--- src/rtl/npf_pkg.sv ---
// Package: shared types for the NAND prefetch/write-posting engine.
// Assumes: one direction bit selects the transfer direction.
package npf_pkg;
    typedef enum logic {
        NPF_PREFETCH = 1'b0,
        NPF_POST     = 1'b1
    } npf_mode_e;
endpackage

--- src/rtl/npf_cfg_regs.sv ---
// Module: configuration holding registers with run lock.
// Captures the configuration on a write strobe only while the engine is idle.
// Assumes: busy comes from the sequencer and is the start bit.
module npf_cfg_regs
    import npf_pkg::*;
#(
    parameter int CS_W  = 3,
    parameter int LVL_W = 7,
    parameter int CNT_W = 14
) (
    input  logic             clk,
    input  logic             rst_n,
    input  logic             busy,
    input  logic             wr,
    input  npf_mode_e        mode_in,
    input  logic [CS_W-1:0]  cs_in,
    input  logic             en_in,
    input  logic [LVL_W-1:0] thr_in,
    input  logic [CNT_W-1:0] cnt_in,
    output npf_mode_e        mode_q,
    output logic [CS_W-1:0]  cs_q,
    output logic             en_q,
    output logic [LVL_W-1:0] thr_q,
    output logic [CNT_W-1:0] cnt_q
);
    // Store configuration fields; writes during a run are dropped.
    always_ff @(posedge clk) begin
        if (!rst_n) begin
            mode_q <= NPF_PREFETCH;
            cs_q   <= '0;
            en_q   <= 1'b0;
            thr_q  <= '0;
            cnt_q  <= '0;
        end else if (wr && !busy) begin
            mode_q <= mode_in;
            cs_q   <= cs_in;
            en_q   <= en_in;
            thr_q  <= thr_in;
            cnt_q  <= cnt_in;
        end
    end
endmodule

--- src/rtl/npf_xfer_seq.sv ---
// Module: transfer sequencer.
// Issues byte or halfword device accesses gated by FIFO room or data,
// keeps the byte countdown and clears the run state at zero.
// Assumes: fifo_level is in bytes; dev_ack completes the access in the cycle
// it is seen together with dev_req.
module npf_xfer_seq
    import npf_pkg::*;
#(
    parameter int CNT_W      = 14,
    parameter int FIFO_BYTES = 64,
    parameter int LVL_W      = 7
) (
    input  logic             clk,
    input  logic             rst_n,
    input  logic             start_req,
    input  logic [CNT_W-1:0] count_in,
    input  npf_mode_e        mode,
    input  logic             dev16,
    input  logic [LVL_W-1:0] fifo_level,
    input  logic             dev_ack,
    output logic             busy,
    output logic [CNT_W-1:0] remaining,
    output logic             dev_req,
    output logic             dev_size16,
    output logic             dev_write,
    output logic             fifo_push,
    output logic             fifo_pop
);
    logic [LVL_W:0]  held_b;
    logic [LVL_W:0]  free_b;
    logic [LVL_W:0]  avail_b;
    logic [LVL_W:0]  need_b;
    logic [CNT_W-1:0] step_c;
    logic            wide;
    logic            xfer;

    // Halfword only when the device is 16 bits and two or more bytes remain.
    assign wide   = dev16 && (remaining > CNT_W'(1));
    assign need_b = wide ? (LVL_W+1)'(2) : (LVL_W+1)'(1);
    assign step_c = wide ? CNT_W'(2) : CNT_W'(1);

    // Bytes available for the pending access in the active direction.
    assign held_b  = {1'b0, fifo_level};
    assign free_b  = (LVL_W+1)'(FIFO_BYTES) - held_b;
    assign avail_b = (mode == NPF_POST) ? held_b : free_b;

    assign dev_req    = busy && (avail_b >= need_b);
    assign dev_size16 = dev_req && wide;
    assign dev_write  = (mode == NPF_POST);
    assign xfer       = dev_req && dev_ack;
    assign fifo_push  = xfer && (mode == NPF_PREFETCH);
    assign fifo_pop   = xfer && (mode == NPF_POST);

    // Run state and byte countdown.
    always_ff @(posedge clk) begin
        if (!rst_n) begin
            busy      <= 1'b0;
            remaining <= '0;
        end else if (start_req && !busy) begin
            remaining <= count_in;
            busy      <= (count_in != '0);
        end else if (xfer) begin
            remaining <= remaining - step_c;
            if (remaining == step_c) begin
                busy <= 1'b0;
            end
        end
    end
endmodule

--- src/rtl/npf_thresh_evt.sv ---
// Module: threshold event generator.
// Forms the threshold condition from FIFO level (prefetch) or free space
// (write-posting) and emits one pulse per rising crossing.
// Assumes: the condition is only meaningful while the engine runs.
module npf_thresh_evt
    import npf_pkg::*;
#(
    parameter int FIFO_BYTES = 64,
    parameter int LVL_W      = 7
) (
    input  logic             clk,
    input  logic             rst_n,
    input  logic             busy,
    input  npf_mode_e        mode,
    input  logic [LVL_W-1:0] thresh,
    input  logic [LVL_W-1:0] fifo_level,
    output logic             dma_req
);
    logic [LVL_W:0] metric;
    logic           hit;
    logic           hit_q;

    assign metric = (mode == NPF_POST)
                  ? ((LVL_W+1)'(FIFO_BYTES) - {1'b0, fifo_level})
                  : {1'b0, fifo_level};
    assign hit    = busy && (metric >= {1'b0, thresh});

    // Remember the previous condition and pulse on its rising edge.
    always_ff @(posedge clk) begin
        if (!rst_n) begin
            hit_q   <= 1'b0;
            dma_req <= 1'b0;
        end else begin
            hit_q   <= hit;
            dma_req <= hit && !hit_q;
        end
    end
endmodule

--- src/rtl/nand_prefetch_ctrl.sv ---
// Module: NAND prefetch / write-posting engine controller (top).
// Ties configuration, sequencer and threshold event together and steers
// host accesses of the linked chip-select to the FIFO while enabled.
// Assumes: FIFO storage and NAND pin timing live outside this block.
module nand_prefetch_ctrl
    import npf_pkg::*;
#(
    parameter int CS_W       = 3,
    parameter int CNT_W      = 14,
    parameter int FIFO_BYTES = 64,
    localparam int LVL_W     = $clog2(FIFO_BYTES + 1)
) (
    input  logic             clk,
    input  logic             rst_n,
    input  logic             cfg_wr,
    input  logic             cfg_post,
    input  logic [CS_W-1:0]  cfg_cs,
    input  logic             cfg_enable,
    input  logic [LVL_W-1:0] cfg_thresh,
    input  logic [CNT_W-1:0] cfg_count,
    input  logic             start_req,
    input  logic             dev16,
    input  logic [LVL_W-1:0] fifo_level,
    input  logic             dev_ack,
    input  logic             host_req,
    input  logic [CS_W-1:0]  host_cs,
    output logic             dev_req,
    output logic             dev_size16,
    output logic             dev_write,
    output logic             fifo_push,
    output logic             fifo_pop,
    output logic             busy,
    output logic [CNT_W-1:0] remaining,
    output logic             dma_req,
    output logic             host_to_fifo,
    output logic             host_to_dev,
    output logic             cur_post,
    output logic [CS_W-1:0]  cur_cs,
    output logic             cur_enable,
    output logic [LVL_W-1:0] cur_thresh
);
    npf_mode_e        mode_q;
    logic [CNT_W-1:0] count_q;

    npf_cfg_regs #(.CS_W(CS_W), .LVL_W(LVL_W), .CNT_W(CNT_W)) u_cfg (
        .clk     (clk),
        .rst_n   (rst_n),
        .busy    (busy),
        .wr      (cfg_wr),
        .mode_in (npf_mode_e'(cfg_post)),
        .cs_in   (cfg_cs),
        .en_in   (cfg_enable),
        .thr_in  (cfg_thresh),
        .cnt_in  (cfg_count),
        .mode_q  (mode_q),
        .cs_q    (cur_cs),
        .en_q    (cur_enable),
        .thr_q   (cur_thresh),
        .cnt_q   (count_q)
    );

    npf_xfer_seq #(.CNT_W(CNT_W), .FIFO_BYTES(FIFO_BYTES), .LVL_W(LVL_W)) u_seq (
        .clk        (clk),
        .rst_n      (rst_n),
        .start_req  (start_req),
        .count_in   (count_q),
        .mode       (mode_q),
        .dev16      (dev16),
        .fifo_level (fifo_level),
        .dev_ack    (dev_ack),
        .busy       (busy),
        .remaining  (remaining),
        .dev_req    (dev_req),
        .dev_size16 (dev_size16),
        .dev_write  (dev_write),
        .fifo_push  (fifo_push),
        .fifo_pop   (fifo_pop)
    );

    npf_thresh_evt #(.FIFO_BYTES(FIFO_BYTES), .LVL_W(LVL_W)) u_evt (
        .clk        (clk),
        .rst_n      (rst_n),
        .busy       (busy),
        .mode       (mode_q),
        .thresh     (cur_thresh),
        .fifo_level (fifo_level),
        .dma_req    (dma_req)
    );

    assign cur_post = (mode_q == NPF_POST);

    // Host steering: linked chip-select goes to the FIFO while enabled.
    assign host_to_fifo = host_req && cur_enable && (host_cs == cur_cs);
    assign host_to_dev  = host_req && !host_to_fifo;
endmodule

--- config.mk ---
export PLATFORM = sky130hd
export DESIGN_NAME = nand_prefetch_ctrl
export DESIGN_NICKNAME = d
export VERILOG_FILES = /design/src/rtl/npf_pkg.sv /design/src/rtl/npf_cfg_regs.sv /design/src/rtl/npf_xfer_seq.sv /design/src/rtl/npf_thresh_evt.sv /design/src/rtl/nand_prefetch_ctrl.sv
export SDC_FILE = /design/constraint.sdc
export NUM_CORES = 1
export LEC_CHECK = 0
export ABC_AREA = 1
export BUFFER_PORTS_ARGS = -buffer_cell sky130_fd_sc_hd__buf_2
export CORE_UTILIZATION = 52
export DETAILED_ROUTE_END_ITERATION = 8
export PLACE_DENSITY = 0.8
export RECOVER_POWER = 100
export SLEW_MARGIN = 20
export SYNTH_ARGS = -nofsm -noshare
export SYNTH_HDL_FRONTEND = slang
export SYNTH_SLANG_ARGS = --single-unit
--- constraint.sdc ---
create_clock -name clk -period 3.8 [get_ports clk]
set_clock_uncertainty 0.05 [all_clocks]
set_input_delay 0.19 -clock clk [delete_from_list [all_inputs] [get_ports clk]]
set_output_delay 0.19 -clock clk [all_outputs]
set_load 0.02 [all_outputs]
==> reports/qor.csv <==
stage;metric;value;unit
route;vias;2745;
sta;final_max_slew_viol_count;0;
synthesis;synth_commonest_cells;nand2_1, nor2_1, o21ai_0;
floorplanning;fp.dieW;73.54;um
placement;post-place-cells;520;
synthesis;synth_area_leaders;dfxtp_1, o21ai_0, nand2_1;
sta;relSlewSlack;55.73;%
cells_and_area;fin_cells;528;
synthesis;ys_ff_latch;43;
setup_path;endpoint_kind;primary output;
route;via_per_inst;5.199;
synthesis;yosys.area.top_type;dfxtp_1;
run;maxCapViolCount;0;
clocking;clk_pin_slew;90;ps
sta;worst_pin_slew;662.5;ps
setup_path;path_cells;or2_2 -> nor2_1 -> nand4_1 -> o21ai_0 -> ha_1 -> o21ai_0 -> o211ai_1 -> a21oi_1 -> nand3_2 -> nand3_2 -> nor2_1 -> clkbuf_1;
synthesis;yosysSeqAreaShare;32.35;%
clocking;cts_buffer_depth;2;
route;drtPass1Iterations;4;
route;wl_per_cell;11.97;um
setup_path;setup.worst_path.start_class;register;
clocking;worstSkewPairLatency;310;ps
synthesis;postSynth.asyncResetShare;0;%
clocking;htreeDepth;2;
setup_path;cp.required;3560;ps
synthesis;synth.top_cell.area_share;32.35;%
clocking;cts_resized;0;
sta;min_period;3467;ps
global_routing;grt_overflow_total;0;
synthesis;synth_mux_area_share;0;%
sta;rsz0062_at_grt;false;
synthesis;synth_compound_area_share;18.66;%
floorplanning;design.die.area;5408;um2
global_routing;grt_pass1_wl;10.72;mm
clocking;root_buffer;clkbuf_8;
sta;fin_crit_sh;91.22;%
global_routing;grt_usage;25.28;%
global_routing;antenna_found_initial;0;
route;drtIter0Drc;175;
clocking;ctsHoldBuffers;0;
run_status;status;completed;
sta;setup_viol;0;
placement;place.port_buffers;77;
synthesis;synth_edf_count;0;
synthesis;synthAdderAreaFrac;6.394;%
floorplanning;rows;25;
pwr;power.leakage;1.411;nW
setup_path;cp_slowest_stage_delay;540;ps
synthesis;synth_area;2661;um2
setup_path;arrival;3230;ps
clocking;numClockSinks;43;
route;ant_nets;0;
setup_path;critPathTopFamily;simple AND/OR/NAND/NOR gates;
setup_path;critPathBufInv;1;
floorplanning;start_util;55.25;%
min_path;worstHoldPathType;input pin to register;
sta;hold_viol_final;0;
sta;hold_ws;72.58;ps
synthesis;yosysMostFrequentCell;nand2_1;
cells_and_area;drive_above_1_share;15.62;%
clocking;cts_setup_buffers;0;
cells_and_area;area_delta_synth_final;15.04;%
synthesis;synth-simple-area-share;30.00;%
floorplanning;die_h;73.54;um
synthesis;synth_nets;447;
placement;gp_congestion;0.9355;
setup_path;critPathMaxFanout;17;
clocking;cts_tree;yes;
synthesis;synthXorXnorAreaFrac;2.633;%
cells_and_area;antenna_cells;0;
setup_path;critPathKind;register to primary output;
pwr;ir_drop;0.0002128;V
global_routing;grt_max_degree;31;
synthesis;syn_inst;391;
synthesis;yosys_most_used_dff;dfxtp_1;
sta;tns;0;ps
synthesis;synth_area_per_cell;6.806;um2
floorplanning;io_pins;78;
synthesis;synth_warnings;0;
route;drcViolationCount;0;
route;wl;6.322;mm
setup_path;cpMaxStageDelayCell;o21ai_0;
synthesis;synth_top_family_by_area;simple AND/OR/NAND/NOR gates;
global_routing;grt_pass1_vias;2394;
synthesis;yosysUniqueCellTypes;34;
placement;place.detailed.hpwl;4.692;mm
floorplanning;core;4817;um2
clocking;cts_buffers;5;
cells_and_area;final_nets;516;
sta;fmax;288.5;MHz
pwr;p_per_area;497.2;nW/um2
state kept, by name (all words and copies together) (netlist names):
| register | cells |
|---|---|
| u_evt.hit_q | 1 |
| u_cfg.thr_q | 7 |
| u_seq.busy | 1 |
| u_cfg.en_q | 1 |
| u_seq.remaining | 14 |
| u_cfg.mode_q | 1 |
| u_evt.dma_req | 1 |
| u_cfg.cs_q | 3 |
| u_cfg.cnt_q | 14 |
stage by stage:
| stage | instance area, um2 | util, % | setup slack, ps | power (mW) |
|---|---|---|---|---|
| after detailed placement | 3045 | 63.22 | 667.3 | 1.250 |
| after global routing | 3062 | 63.56 | 118.8 | 1.653 |
| after global placement | 3045 | 63.22 | 835.1 | 1.238 |
| after CTS | 3139 | 65.17 | 428.0 | 1.556 |
| final | 3062 | 63.56 | 333.5 | 1.522 |
| after floorplan | 2661 | - | 954.4 | 1.099 |
tightest hold or removal path, stage by stage:
cell,delay [ps]
buf_2,70
o21ai_0,70
nor2_1,70
cell usage in the layout, fill, tap and decap left out, drive strengths merged, types with 4 or more instances in the layout:
master  Yosys  routed
clkbuf     11      41
nand2      74      74
o21ai      48      48
dfxtp      43      43
xor2        6       6
nand4       7       7
buf         5      42
nor2       55      55
inv        46      46
a21oi      35      35
ha         12      12
nand3      32      32
nor3        4       4
worst paths after layout:
check	slack [ps]	endpoint	depth (start not counted)	from
setup / recovery	330	fifo_push	12	u_seq.remaining[6]
setup reg to reg	460	u_seq.remaining[12]	13	u_seq.remaining[6]
hold / removal	70	u_cfg.cnt_q[5]	3	cfg_count[5]
hold reg to reg	340	u_evt.dma_req	1	u_evt.hit_q
layer usage:
layer / vias up / share of wire (%) / GRT usage, %
li1: 1426 / - / -
met1: 1223 / 47 / 32.85
met2: 88 / 45 / 41.28
met3: 8 / 6.4 / 5.761
met4: 0 / 1.1 / 8.333
met5: - / 0 / 0
layout make-up:
class / count / area [um2]
tap: 67 / 83.83
clock inverter: 3 / 25.02
clock buffer: 5 / 68.82
fill: 487 / 1755
timing repair buffer: 78 / 345.3
sequential: 43 / 860.8
multi-input combinational: 286 / 1505
inverter: 46 / 172.7
report_power, final:
group	internal (mW)	switching [mW]
clock	0.131	0.172
combinational	0.239	0.411
sequential	0.508	0.0608
cell families after synthesis:
logic type	count (synthesis)
buffers and inverters	62
flip-flops	43
adder cells (fa/ha/maj)	13
XOR/XNOR	8
AND/OR/NAND/NOR	176
AO/OA/AOI/OAI	89
No activity file was read; power rests on OpenSTA's default activity.
